===== src/rtl/iso_dio_pkg.sv =====
package iso_dio_pkg;

  localparam int BYTE_W = 8;
  localparam int ADDR_W = 3;

  typedef enum logic [ADDR_W-1:0] {
    OFS_OUT_LO  = 3'd0,
    OFS_IN_LO   = 3'd1,
    OFS_IRQ_CTL = 3'd2,
    OFS_SPARE   = 3'd3,
    OFS_OUT_HI  = 3'd4,
    OFS_IN_HI   = 3'd5,
    OFS_RSV6    = 3'd6,
    OFS_RSV7    = 3'd7
  } ofs_e;

  // One-cycle side-effect pulses produced by the bus decoder
  typedef struct packed {
    logic [1:0] out_lane_wr;
    logic       irq_clear;
    logic       irq_off;
    logic       irq_on;
  } bus_evt_t;

  localparam logic [BYTE_W-1:0] RD_EMPTY = 8'hFF;
  localparam logic [BYTE_W-1:0] RD_IDLE  = 8'h00;

  function automatic logic [ADDR_W-1:0] out_lane_ofs(input int lane);
    return (lane == 0) ? OFS_OUT_LO : OFS_OUT_HI;
  endfunction

endpackage


===== src/rtl/iso_dio_bus_decode.sv =====
module iso_dio_bus_decode
  import iso_dio_pkg::*;
#(
  parameter int N_LANES = 2
) (
  input  logic              clk,
  input  logic              rst_n,
  input  logic              cs,
  input  logic              rd,
  input  logic              wr,
  input  logic [ADDR_W-1:0] addr,
  output logic              rd_active,
  output bus_evt_t          evt
);

  logic rd_lvl, wr_lvl;
  logic rd_seen_q, wr_seen_q;
  logic rd_first, wr_first;

  assign rd_lvl    = cs & rd;
  assign wr_lvl    = cs & wr;
  assign rd_first  = rd_lvl & ~rd_seen_q;
  assign wr_first  = wr_lvl & ~wr_seen_q;
  assign rd_active = rd_lvl;

  // Strobe history: a pulse fires only on the first active cycle
  always_ff @(posedge clk or negedge rst_n) begin
    if (!rst_n) begin
      rd_seen_q <= 1'b0;
      wr_seen_q <= 1'b0;
    end else begin
      rd_seen_q <= rd_lvl;
      wr_seen_q <= wr_lvl;
    end
  end

  for (genvar g = 0; g < N_LANES; g++) begin : g_lane
    assign evt.out_lane_wr[g] = wr_first && (addr == out_lane_ofs(g));
  end

  assign evt.irq_clear = wr_first && (addr == OFS_IN_LO);
  assign evt.irq_off   = wr_first && (addr == OFS_IRQ_CTL);
  assign evt.irq_on    = rd_first && (addr == OFS_IRQ_CTL);

endmodule


===== src/rtl/iso_dio_in_sync.sv =====
module iso_dio_in_sync #(
  parameter int LINE_W      = 16,
  parameter int SYNC_STAGES = 2
) (
  input  logic              clk,
  input  logic              rst_n,
  input  logic [LINE_W-1:0] din,
  output logic [LINE_W-1:0] sync_o,
  output logic              change_o
);

  logic [LINE_W-1:0] edge_vec;

  for (genvar g = 0; g < LINE_W; g++) begin : g_line
    logic [SYNC_STAGES-1:0] sh_q, sh_d;
    logic                   prev_q;

    always_comb begin
      sh_d = {sh_q[SYNC_STAGES-2:0], din[g]};
    end

    always_ff @(posedge clk or negedge rst_n) begin
      if (!rst_n) begin
        sh_q   <= '0;
        prev_q <= 1'b0;
      end else begin
        sh_q   <= sh_d;
        prev_q <= sh_q[SYNC_STAGES-1];
      end
    end

    assign sync_o[g]   = sh_q[SYNC_STAGES-1];
    assign edge_vec[g] = sh_q[SYNC_STAGES-1] ^ prev_q;
  end

  assign change_o = |edge_vec;

endmodule


===== src/rtl/iso_dio_out_bank.sv =====
module iso_dio_out_bank
  import iso_dio_pkg::*;
#(
  parameter int N_LANES = 2
) (
  input  logic                      clk,
  input  logic                      rst_n,
  input  logic [N_LANES-1:0]        lane_wr,
  input  logic [BYTE_W-1:0]         wdata,
  output logic [N_LANES*BYTE_W-1:0] dout
);

  for (genvar g = 0; g < N_LANES; g++) begin : g_lane
    logic [BYTE_W-1:0] lane_q, lane_d;
    logic              lane_en;

    assign lane_en = lane_wr[g];

    always_comb begin
      lane_d = lane_q;
      if (lane_en) lane_d = wdata;
    end

    always_ff @(posedge clk or negedge rst_n) begin
      if (!rst_n) lane_q <= '0;
      else        lane_q <= lane_d;
    end

    assign dout[g*BYTE_W +: BYTE_W] = lane_q;
  end

endmodule


===== src/rtl/iso_dio_irq_ctrl.sv =====
module iso_dio_irq_ctrl (
  input  logic clk,
  input  logic rst_n,
  input  logic irq_on,
  input  logic irq_off,
  input  logic irq_clear,
  input  logic change,
  output logic irq_en,
  output logic irq
);

  logic en_q, en_d;
  logic pend_q, pend_d;
  logic set_evt;

  assign set_evt = en_q & change & ~irq_off;

  always_comb begin
    en_d = en_q;
    if (irq_off)     en_d = 1'b0;
    else if (irq_on) en_d = 1'b1;

    // Priority: disable forces low, then a new event, then a clear
    pend_d = pend_q;
    if (irq_off)        pend_d = 1'b0;
    else if (set_evt)   pend_d = 1'b1;
    else if (irq_clear) pend_d = 1'b0;
  end

  always_ff @(posedge clk or negedge rst_n) begin
    if (!rst_n) begin
      en_q   <= 1'b0;
      pend_q <= 1'b0;
    end else begin
      en_q   <= en_d;
      pend_q <= pend_d;
    end
  end

  assign irq_en = en_q;
  assign irq    = pend_q;

endmodule


===== src/rtl/iso_dio_regif.sv =====
module iso_dio_regif
  import iso_dio_pkg::*;
#(
  parameter int LINE_W      = 16,
  parameter int SYNC_STAGES = 2
) (
  input  logic              clk,
  input  logic              rst_n,
  input  logic              cs,
  input  logic              rd,
  input  logic              wr,
  input  logic [2:0]        addr,
  input  logic [7:0]        wdata,
  output logic [7:0]        rdata,
  input  logic [LINE_W-1:0] din,
  output logic [LINE_W-1:0] dout,
  output logic              irq
);

  localparam int N_LANES = LINE_W / BYTE_W;

  // Reset: asserted asynchronously, released on a clock edge
  logic [1:0] rst_pipe_q;
  logic       rst_int_n;

  always_ff @(posedge clk or negedge rst_n) begin
    if (!rst_n) rst_pipe_q <= 2'b00;
    else        rst_pipe_q <= {rst_pipe_q[0], 1'b1};
  end
  assign rst_int_n = rst_pipe_q[1];

  bus_evt_t          evt;
  logic              rd_active;
  logic [LINE_W-1:0] in_sync;
  logic              in_change;
  logic              irq_en;

  iso_dio_bus_decode #(.N_LANES(N_LANES)) u_dec (
    .clk       (clk),
    .rst_n     (rst_int_n),
    .cs        (cs),
    .rd        (rd),
    .wr        (wr),
    .addr      (addr),
    .rd_active (rd_active),
    .evt       (evt)
  );

  iso_dio_in_sync #(.LINE_W(LINE_W), .SYNC_STAGES(SYNC_STAGES)) u_sync (
    .clk      (clk),
    .rst_n    (rst_int_n),
    .din      (din),
    .sync_o   (in_sync),
    .change_o (in_change)
  );

  iso_dio_out_bank #(.N_LANES(N_LANES)) u_out (
    .clk     (clk),
    .rst_n   (rst_int_n),
    .lane_wr (evt.out_lane_wr),
    .wdata   (wdata),
    .dout    (dout)
  );

  iso_dio_irq_ctrl u_irq (
    .clk       (clk),
    .rst_n     (rst_int_n),
    .irq_on    (evt.irq_on),
    .irq_off   (evt.irq_off),
    .irq_clear (evt.irq_clear),
    .change    (in_change),
    .irq_en    (irq_en),
    .irq       (irq)
  );

  // Read mux: only the input bytes are readable
  always_comb begin
    rdata = RD_IDLE;
    if (rd_active) begin
      case (addr)
        OFS_IN_LO: rdata = in_sync[BYTE_W-1:0];
        OFS_IN_HI: rdata = in_sync[2*BYTE_W-1:BYTE_W];
        default:   rdata = RD_EMPTY;
      endcase
    end
  end

endmodule


===== config.mk =====
export PLATFORM = sky130hd
export DESIGN_NAME = iso_dio_regif
export DESIGN_NICKNAME = d
export VERILOG_FILES = /design/src/rtl/iso_dio_pkg.sv /design/src/rtl/iso_dio_bus_decode.sv /design/src/rtl/iso_dio_in_sync.sv /design/src/rtl/iso_dio_out_bank.sv /design/src/rtl/iso_dio_irq_ctrl.sv /design/src/rtl/iso_dio_regif.sv
export SDC_FILE = /design/constraint.sdc
export NUM_CORES = 1
export LEC_CHECK = 0
export BUFFER_PORTS_ARGS = -buffer_cell sky130_fd_sc_hd__buf_2
export CORE_MARGIN = 2
export CORE_UTILIZATION = 47
export CTS_CLUSTER_DIAMETER = 200
export DETAILED_ROUTE_END_ITERATION = 10
export GPL_ROUTABILITY_DRIVEN = 1
export GPL_TIMING_DRIVEN = 0
export MAX_ROUTING_LAYER = met4
export PLACE_DENSITY = 0.74
export RECOVER_POWER = 50
export SYNTH_ARGS = -nofsm -noshare
export SYNTH_HDL_FRONTEND = slang
export SYNTH_SLANG_ARGS = --single-unit

===== constraint.sdc =====
create_clock -name clk -period 2.2 [get_ports clk]
set_input_delay 0.22 -clock clk [delete_from_list [all_inputs] [get_ports clk]]
set_output_delay 0.22 -clock clk [all_outputs]
set_load 0.02 [all_outputs]

==> results of run 1 <==
## timing repair
item,CTS,global route
endpoints found under the hold margin,18,0
buffers inserted,0,0
endpoints found under the setup margin,0,0
hold buffers,17,0
## state kept, by name, summed over array words and instances (netlist names)
| signal | cells |
|---|---|
| u_sync.g_line.prev_q | 16 |
| u_dec.wr_seen_q | 1 |
| u_irq.irq | 1 |
| u_dec.rd_seen_q | 1 |
| u_out.g_lane.lane_q | 16 |
| u_irq.irq_en | 1 |
| u_sync.g_line.sh_q | 32 |
| rst_pipe_q | 2 |
## metrics by stage
stage	hold slack [ns]	util, %
after CTS	0.117	65.5
after global routing	0.116	65.3
after floorplan	-0.0756	-
after global placement	0.00597	56.9
after detailed placement	0.00620	57.4
final	0.132	65.3
## logic make-up (layout without fill, tap and decap cells)
family	Yosys count	count (layout)	synth area share, %
buffers and inverters	4	94	0.694
multiplexers	24	24	11.1
flip-flops	70	70	74.8
other	1	1	0.160
AO/OA/AOI/OAI	12	12	2.94
XOR/XNOR	16	16	5.98
AND/OR/NAND/NOR	16	16	4.33
## routing by layer
layer | track usage [%] | vias to the layer above
met5 | - | -
met4 | 8.53 | 0
met3 | 7.32 | 5
met2 | 25.3 | 48
met1 | 19.0 | 716
li1 | - | 655
## worst max-delay path, stage by stage (launching register included)
cell and delay [ns]:
sky130_fd_sc_hd__dfrtp_1 0.40, sky130_fd_sc_hd__mux2i_1 0.09, sky130_fd_sc_hd__a21oi_1 0.17, sky130_fd_sc_hd__buf_2 0.20
## cell type report
class,instances,area (µm²),share of cell area (%)
plain buffers,2,8.76,0.282
flip-flops and latches,70,1750,56.4
well taps,67,83.8,2.70
repair buffers,74,468,15.1
inverters,2,7.51,0.242
multi-input cells,69,572,18.4
clock inverters,4,70.1,2.26
clock buffers,12,145,4.67
## layout by cell type, fill, tap and decap left out, types with 2 or more instances in the layout
cell type	instances
sky130_fd_sc_hd__a21oi_1	9
sky130_fd_sc_hd__buf_2	55
sky130_fd_sc_hd__bufinv_16	2
sky130_fd_sc_hd__clkbuf_1	5
sky130_fd_sc_hd__clkbuf_8	10
sky130_fd_sc_hd__clkinv_2	2
sky130_fd_sc_hd__dfrtp_1	70
sky130_fd_sc_hd__dlygate4sd3_1	17
sky130_fd_sc_hd__inv_1	2
sky130_fd_sc_hd__mux2_2	15
sky130_fd_sc_hd__mux2i_1	8
sky130_fd_sc_hd__nand2_1	3
sky130_fd_sc_hd__nand4_1	4
sky130_fd_sc_hd__nor2_1	3
sky130_fd_sc_hd__o41ai_1	2
sky130_fd_sc_hd__xnor2_1	16
## worst max-delay path by stage
stage | start | endpoint | slack [ns]
4_1_cts | u_sync.g_line[15].sh_q[1] | rdata[7] | 0.78
2_1_floorplan | rst_pipe_q[1] | u_dec.rd_seen_q | 0.11
5_1_grt | u_sync.g_line[11].sh_q[1] | u_irq.irq | 0.69
3_3_place_gp | rst_pipe_q[1] | u_sync.g_line[12].sh_q[0] | -0.51
3_5_place_dp | addr[2] | u_out.g_lane[1].lane_q[6] | 0.80
6_report | u_sync.g_line[12].sh_q[1] | rdata[4] | 0.79
## power by group through the flow
stage                     registers [mW]  clock network (mW)  logic, mW
after floorplan                     1.60                   0      0.136
after global placement              1.52                   0      0.360
after detailed placement            1.51                   0      0.384
after CTS                           1.49                1.12      0.409
after global routing                1.50                1.18      0.442
final                               1.48                1.09      0.402
==> flow_summary_export.csv, run 1 <==
group,metric,value,unit
status,run_status,"finished clean",
synthesis,synthArstFlopShare,100,%
pwr,post-layout-total-power,2.97,mW
synthesis,ys.flop_type,"sky130_fd_sc_hd__dfrtp_1",
pwr,internal_power_contribution,2.26,mW
drt,met2WireLength,1.93,mm
drt,route.top_layer_used,"met4",
critical_path,cp-end-kind,"output pin",
floorplan,coreArea,4750,µm²
drt,route.vias.total,1424,
synthesis,syn_inst,143,
cts,insertion_delay,0.33,ns
global_route,first_global_vias,1469,
global_route,grtUsageTotal,16.7,%
timing,setup_viol,0,
drt,detailedRoute.firstIterationViolations,29,
cts,htree_levels,3,
cts,cts_buffers,9,
cts,cts_tree,"yes",
floorplan,fp-row-count,25,
timing,grt_setup_unrepaired,"no",
critical_path,r2r-end,"u_irq.irq",
synthesis,synth.net_count,175,
drt,drt_first_pass_iters,6,
drt,route.detailed.vias_per_inst,4.75,
finish,areaGrowthSynthToFinish,32.6,%
synthesis,synth_largest_area_cell,"sky130_fd_sc_hd__dfrtp_1",
placement,post_dp_cell_area,2730,µm²
timing,relSlewSlack,21.4,%
pwr,power_per_cell_area,956,nW/µm²
synthesis,synth-edff-count,0,
timing,maxSlewViolCount,0,
timing,finalSetupTns,0,ns
critical_path,critPathArrivalTime,1.19,ns
worst_hold_path,timing.hold.worst.start,"wdata[6]",
pwr,power.net_switching,707,µW
synthesis,synth_top_cells_by_area,"sky130_fd_sc_hd__dfrtp_1, sky130_fd_sc_hd__mux2_2, sky130_fd_sc_hd__xnor2_1",
placement,dp.final_hpwl,2.59,mm
synthesis,ys_ff_latch,70,
synthesis,synth-seq-area-share,74.8,%
timing,postLayoutSetupSlackWorst,0.792,ns
pwr,share_comb_of_total_power,13.5,%
floorplan,floorplan.die_area,5560,µm²
drt,drc_errors,0,
cts,cts_root_buf,"sky130_fd_sc_hd__clkbuf_8",
global_route,grt_antenna_before_repair,0,
finish,post-route-cell-area,3110,µm²
drt,met3_wirelength,262,µm
drt,wl_met1,1.61,mm
placement,globalplace.congestion,0.738,
synthesis,syn_area_per_cell,16.4,µm²
critical_path,register_to_register_path_setup_slack,0.81,ns
pwr,seq_power_share,49.9,%
floorplan,top_level_ports,57,
synthesis,synth.top_cells.by_count,"sky130_fd_sc_hd__dfrtp_1, sky130_fd_sc_hd__xnor2_1, sky130_fd_sc_hd__mux2_2, sky130_fd_sc_hd__a21oi_1, sky130_fd_sc_hd__mux2i_1",
timing,fin_skew,0.00757,ns
synthesis,synth_warnings,0,
cts,post_cts.resized_instances,0,
critical_path,crit_path_start_kind,"register",
finish,final_stage_net_count,260,
finish,fin_cells,300,
synthesis,synth_largest_type_area_fraction,74.8,%
pwr,worst_ir_drop_vdd,0.550,mV
drt,detail_route.wl_per_cell,12.8,µm
pwr,static_leak,1.48,nW
finish,post_route_cells_drive_above_1_share,37.8,%
cts,cts.path.max_buffers,2,
synthesis,mappedNetlistArea,2340,µm²
placement,port_buffers,56,
floorplan,initial_utilization,49.3,%
finish,antennaDiodeCount,0,
global_route,overflow,0,
global_route,wire_length_of_the_first_global_routing_pass,6.35,mm
critical_path,r2r-start,"u_sync.g_line[11].sh_q[1]",
cts,cts.sinks,70,
floorplan,die_height,74.6,µm
global_route,grt_max_degree,39,
critical_path,timing.reg2reg.worst_path_depth,4,
run,timing.max_cap.violations,0,
drt,routed_wl,3.84,mm
timing,timing_worst_slew_pin_value,1.18,ns
synthesis,synthMostInstantiatedCell,"sky130_fd_sc_hd__dfrtp_1",
timing,report.final.hold_viol_count,0,
critical_path,critical_path_class,"register to output pin",
finish,nFillCells,379,
placement,placed_cells,267,
critical_path,worstPathMaxFanout,3,
critical_path,crit_required,1.98,ns
timing,final.min_clock_period,1.41,ns
worst_hold_path,hold-path-endpoint,"u_out.g_lane[1].lane_q[6]",
timing,period_share,64.0,%
timing,achievable-frequency,710,MHz
synthesis,yosys.cell_types.count,21,
pwr,clockPowerShare,36.5,%
worst_hold_path,hold_depth,2,
drt,detail-route-antenna-nets,0,
cts,cts.clk_slew.worst_paths,0.07,ns
pwr,p_sw_share,23.8,%
floorplan,die_width,74.6,µm
worst_hold_path,class_of_the_tightest_hold_or_removal_check,"primary input to register",
placement,dpl_worst_slack,0.798,ns
Note: power is estimated with default switching activity, not from simulation.
==> inputs of run 2 (changes only) <==
- clock period: 2.2 -> 1.2 ns (I/O delays scaled with it)
==> run 2 against run 1 <==
Compared with the run above:
- the run now ends with negative setup slack left
- combinational power increased by 80%
- sequential share of layout area down 0.53 points
- routed wire length grew 10%
- critical path depth rose by 2
- die area unchanged
- critical path type is now register to register
- largest cell class unchanged
- largest power group unchanged
- highest routed layer unchanged
==> flow_summary_export.csv, run 2 (synthesized netlist as in run 1, its figures left out) <==
group,metric,value,unit
pwr,power_per_cell_area,1680,nW/µm²
critical_path,crit_required,1.40,ns
cts,htree_levels,3,
finish,areaGrowthSynthToFinish,34.2,%
floorplan,die_width,74.6,µm
cts,cts.sinks,70,
critical_path,register_to_register_path_setup_slack,-0.15,ns
drt,route.vias.total,1406,
global_route,wire_length_of_the_first_global_routing_pass,6.73,mm
pwr,post-layout-total-power,5.28,mW
timing,maxSlewViolCount,0,
drt,detailedRoute.firstIterationViolations,44,
drt,detail_route.wl_per_cell,14.0,µm
placement,globalplace.congestion,0.748,
cts,cts.path.max_buffers,2,
cts,cts_tree,"yes",
timing,achievable-frequency,743,MHz
finish,final_core_utilization,66.1,%
drt,drc_errors,0,
floorplan,fp-row-count,25,
timing,setup_viol,17,
cts,cts_root_buf,"sky130_fd_sc_hd__clkbuf_8",
critical_path,crit_path_start_kind,"register",
critical_path,worstPathMaxFanout,3,
drt,drt_first_pass_iters,4,
finish,post_route_cells_drive_above_1_share,34.2,%
global_route,grt_antenna_before_repair,0,
finish,antennaDiodeCount,0,
finish,layout_commonest_cell,"sky130_fd_sc_hd__dfrtp_1",
floorplan,floorplan.die_area,5560,µm²
global_route,grt_max_degree,69,
pwr,worst_ir_drop_vdd,1.12,mV
global_route,grtUsageTotal,18.0,%
status,run_status,"finished with violations",
global_route,overflow,0,
floorplan,top_level_ports,57,
timing,postLayoutSetupSlackWorst,-0.146,ns
timing,timing_worst_slew_pin_value,0.824,ns
run,timing.max_cap.violations,0,
finish,nFillCells,370,
worst_hold_path,class_of_the_tightest_hold_or_removal_check,"primary input to register",
finish,number_of_flip_flops_in_the_largest_register,32,
drt,routed_wl,4.24,mm
finish,layout_common_cells,"sky130_fd_sc_hd__dfrtp_1, sky130_fd_sc_hd__buf_2, sky130_fd_sc_hd__clkbuf_1, sky130_fd_sc_hd__dlygate4sd3_1",
global_route,first_global_vias,1412,
status,failing_checks,"negative setup slack",
critical_path,critPathArrivalTime,1.55,ns
critical_path,cp-end-kind,"register",
timing,period_share,112,%
cts,insertion_delay,0.33,ns
drt,detail-route-antenna-nets,0,
cts,cts.clk_slew.worst_paths,0.07,ns
timing,relSlewSlack,45.1,%
placement,dp.final_hpwl,2.55,mm
timing,report.final.hold_viol_count,0,
timing,final.min_clock_period,1.35,ns
drt,route.detailed.vias_per_inst,4.63,
finish,final_stage_net_count,264,
timing,fin_skew,0.00862,ns
cts,cts_buffers,9,
pwr,static_leak,1.48,nW
floorplan,coreArea,4750,µm²
placement,port_buffers,56,
floorplan,initial_utilization,49.3,%
floorplan,die_height,74.6,µm
timing,grt_setup_unrepaired,"yes",
finish,reg.largest.list,"u_sync.g_line.sh_q x32, u_out.g_lane.lane_q x16, u_sync.g_line.prev_q x16",
critical_path,critical_path_class,"register to register",
finish,largest_register,"u_sync.g_line.sh_q",
-- run 2: changes by cell type in the layout (fill, tap and decap cells not counted), sizes merged --
cell | before | now
clkbuf | 15 | 31
buf | 56 | 43
clkinv | 2 | 4
bufinv | 2 | 1
-- run 2: routing by layer --
layer / track usage (%) / wire, µm
met4: 8.93 / 68
met3: 6.50 / 221
met2: 26.7 / 2070
met5: - / 0
met1: 21.9 / 1880
-- run 2: final timing paths --
check | from | end | depth (start not counted)
max in group asynchronous | rst_pipe_q[1] | u_sync.g_line[0].sh_q[1] | 0
setup reg to reg | u_sync.g_line[11].sh_q[1] | u_irq.irq | 5
setup / recovery | u_sync.g_line[11].sh_q[1] | u_irq.irq | 5
hold reg to reg | u_sync.g_line[13].sh_q[0] | u_sync.g_line[13].sh_q[1] | 0
min in group asynchronous | rst_n | rst_pipe_q[1] | 2
hold / removal | wdata[1] | u_out.g_lane[1].lane_q[1] | 2
-- run 2: worst max-delay path, stage by stage (launching register included) --
cell	delay (ns)
sky130_fd_sc_hd__dfrtp_1	0.41
sky130_fd_sc_hd__buf_4	0.16
sky130_fd_sc_hd__xnor2_4	0.14
sky130_fd_sc_hd__nand4_1	0.15
sky130_fd_sc_hd__o41ai_2	0.26
sky130_fd_sc_hd__a21oi_1	0.11
-- run 2: cell type report --
class	count	area [µm²]	area share, %
clock inverters	5	50.0	1.59
plain buffers	2	8.76	0.279
repair buffers	78	480	15.3
flip-flops and latches	70	1760	55.9
multi-input cells	69	616	19.6
inverters	2	7.51	0.239
well taps	67	83.8	2.67
clock buffers	11	141	4.50
-- run 2: per-stage QoR --
stage	std cells	hold WS, ns	instance area, µm²	setup slack (ns)	setup TNS, ns
6_report	304	0.0290	3140	-0.146	-0.933
5_1_grt	304	0.00473	3140	-0.232	-2.23
4_1_cts	304	0.0110	3160	-0.104	-1.16
3_5_place_dp	266	-0.0924	2720	-0.337	-24.43
3_3_place_gp	266	-0.0939	2720	-0.312	-22.21
2_1_floorplan	143	-0.176	2360	-0.00411	-0.00411
-- run 2: report_power, final --
| group | internal (mW) | total [mW] | leakage, nW | switching (mW) |
|---|---|---|---|---|
| Combinational | 0.333 | 0.724 | 0.547 | 0.392 |
| Clock | 1.00 | 1.81 | 0.103 | 0.803 |
| Sequential | 2.59 | 2.75 | 0.828 | 0.158 |
| Total | 3.93 | 5.28 | 1.48 | 1.35 |
-- run 2: timing repair --
| action | in CTS | in global routing |
|---|---|---|
| pin swaps | 17 | 3 |
| hold buffers | 17 | 0 |
| resized for setup | 10 | 3 |
| setup buffers | 5 | 0 |
| setup endpoints to repair | 93 | 25 |
| endpoints found under the hold margin | 18 | 0 |
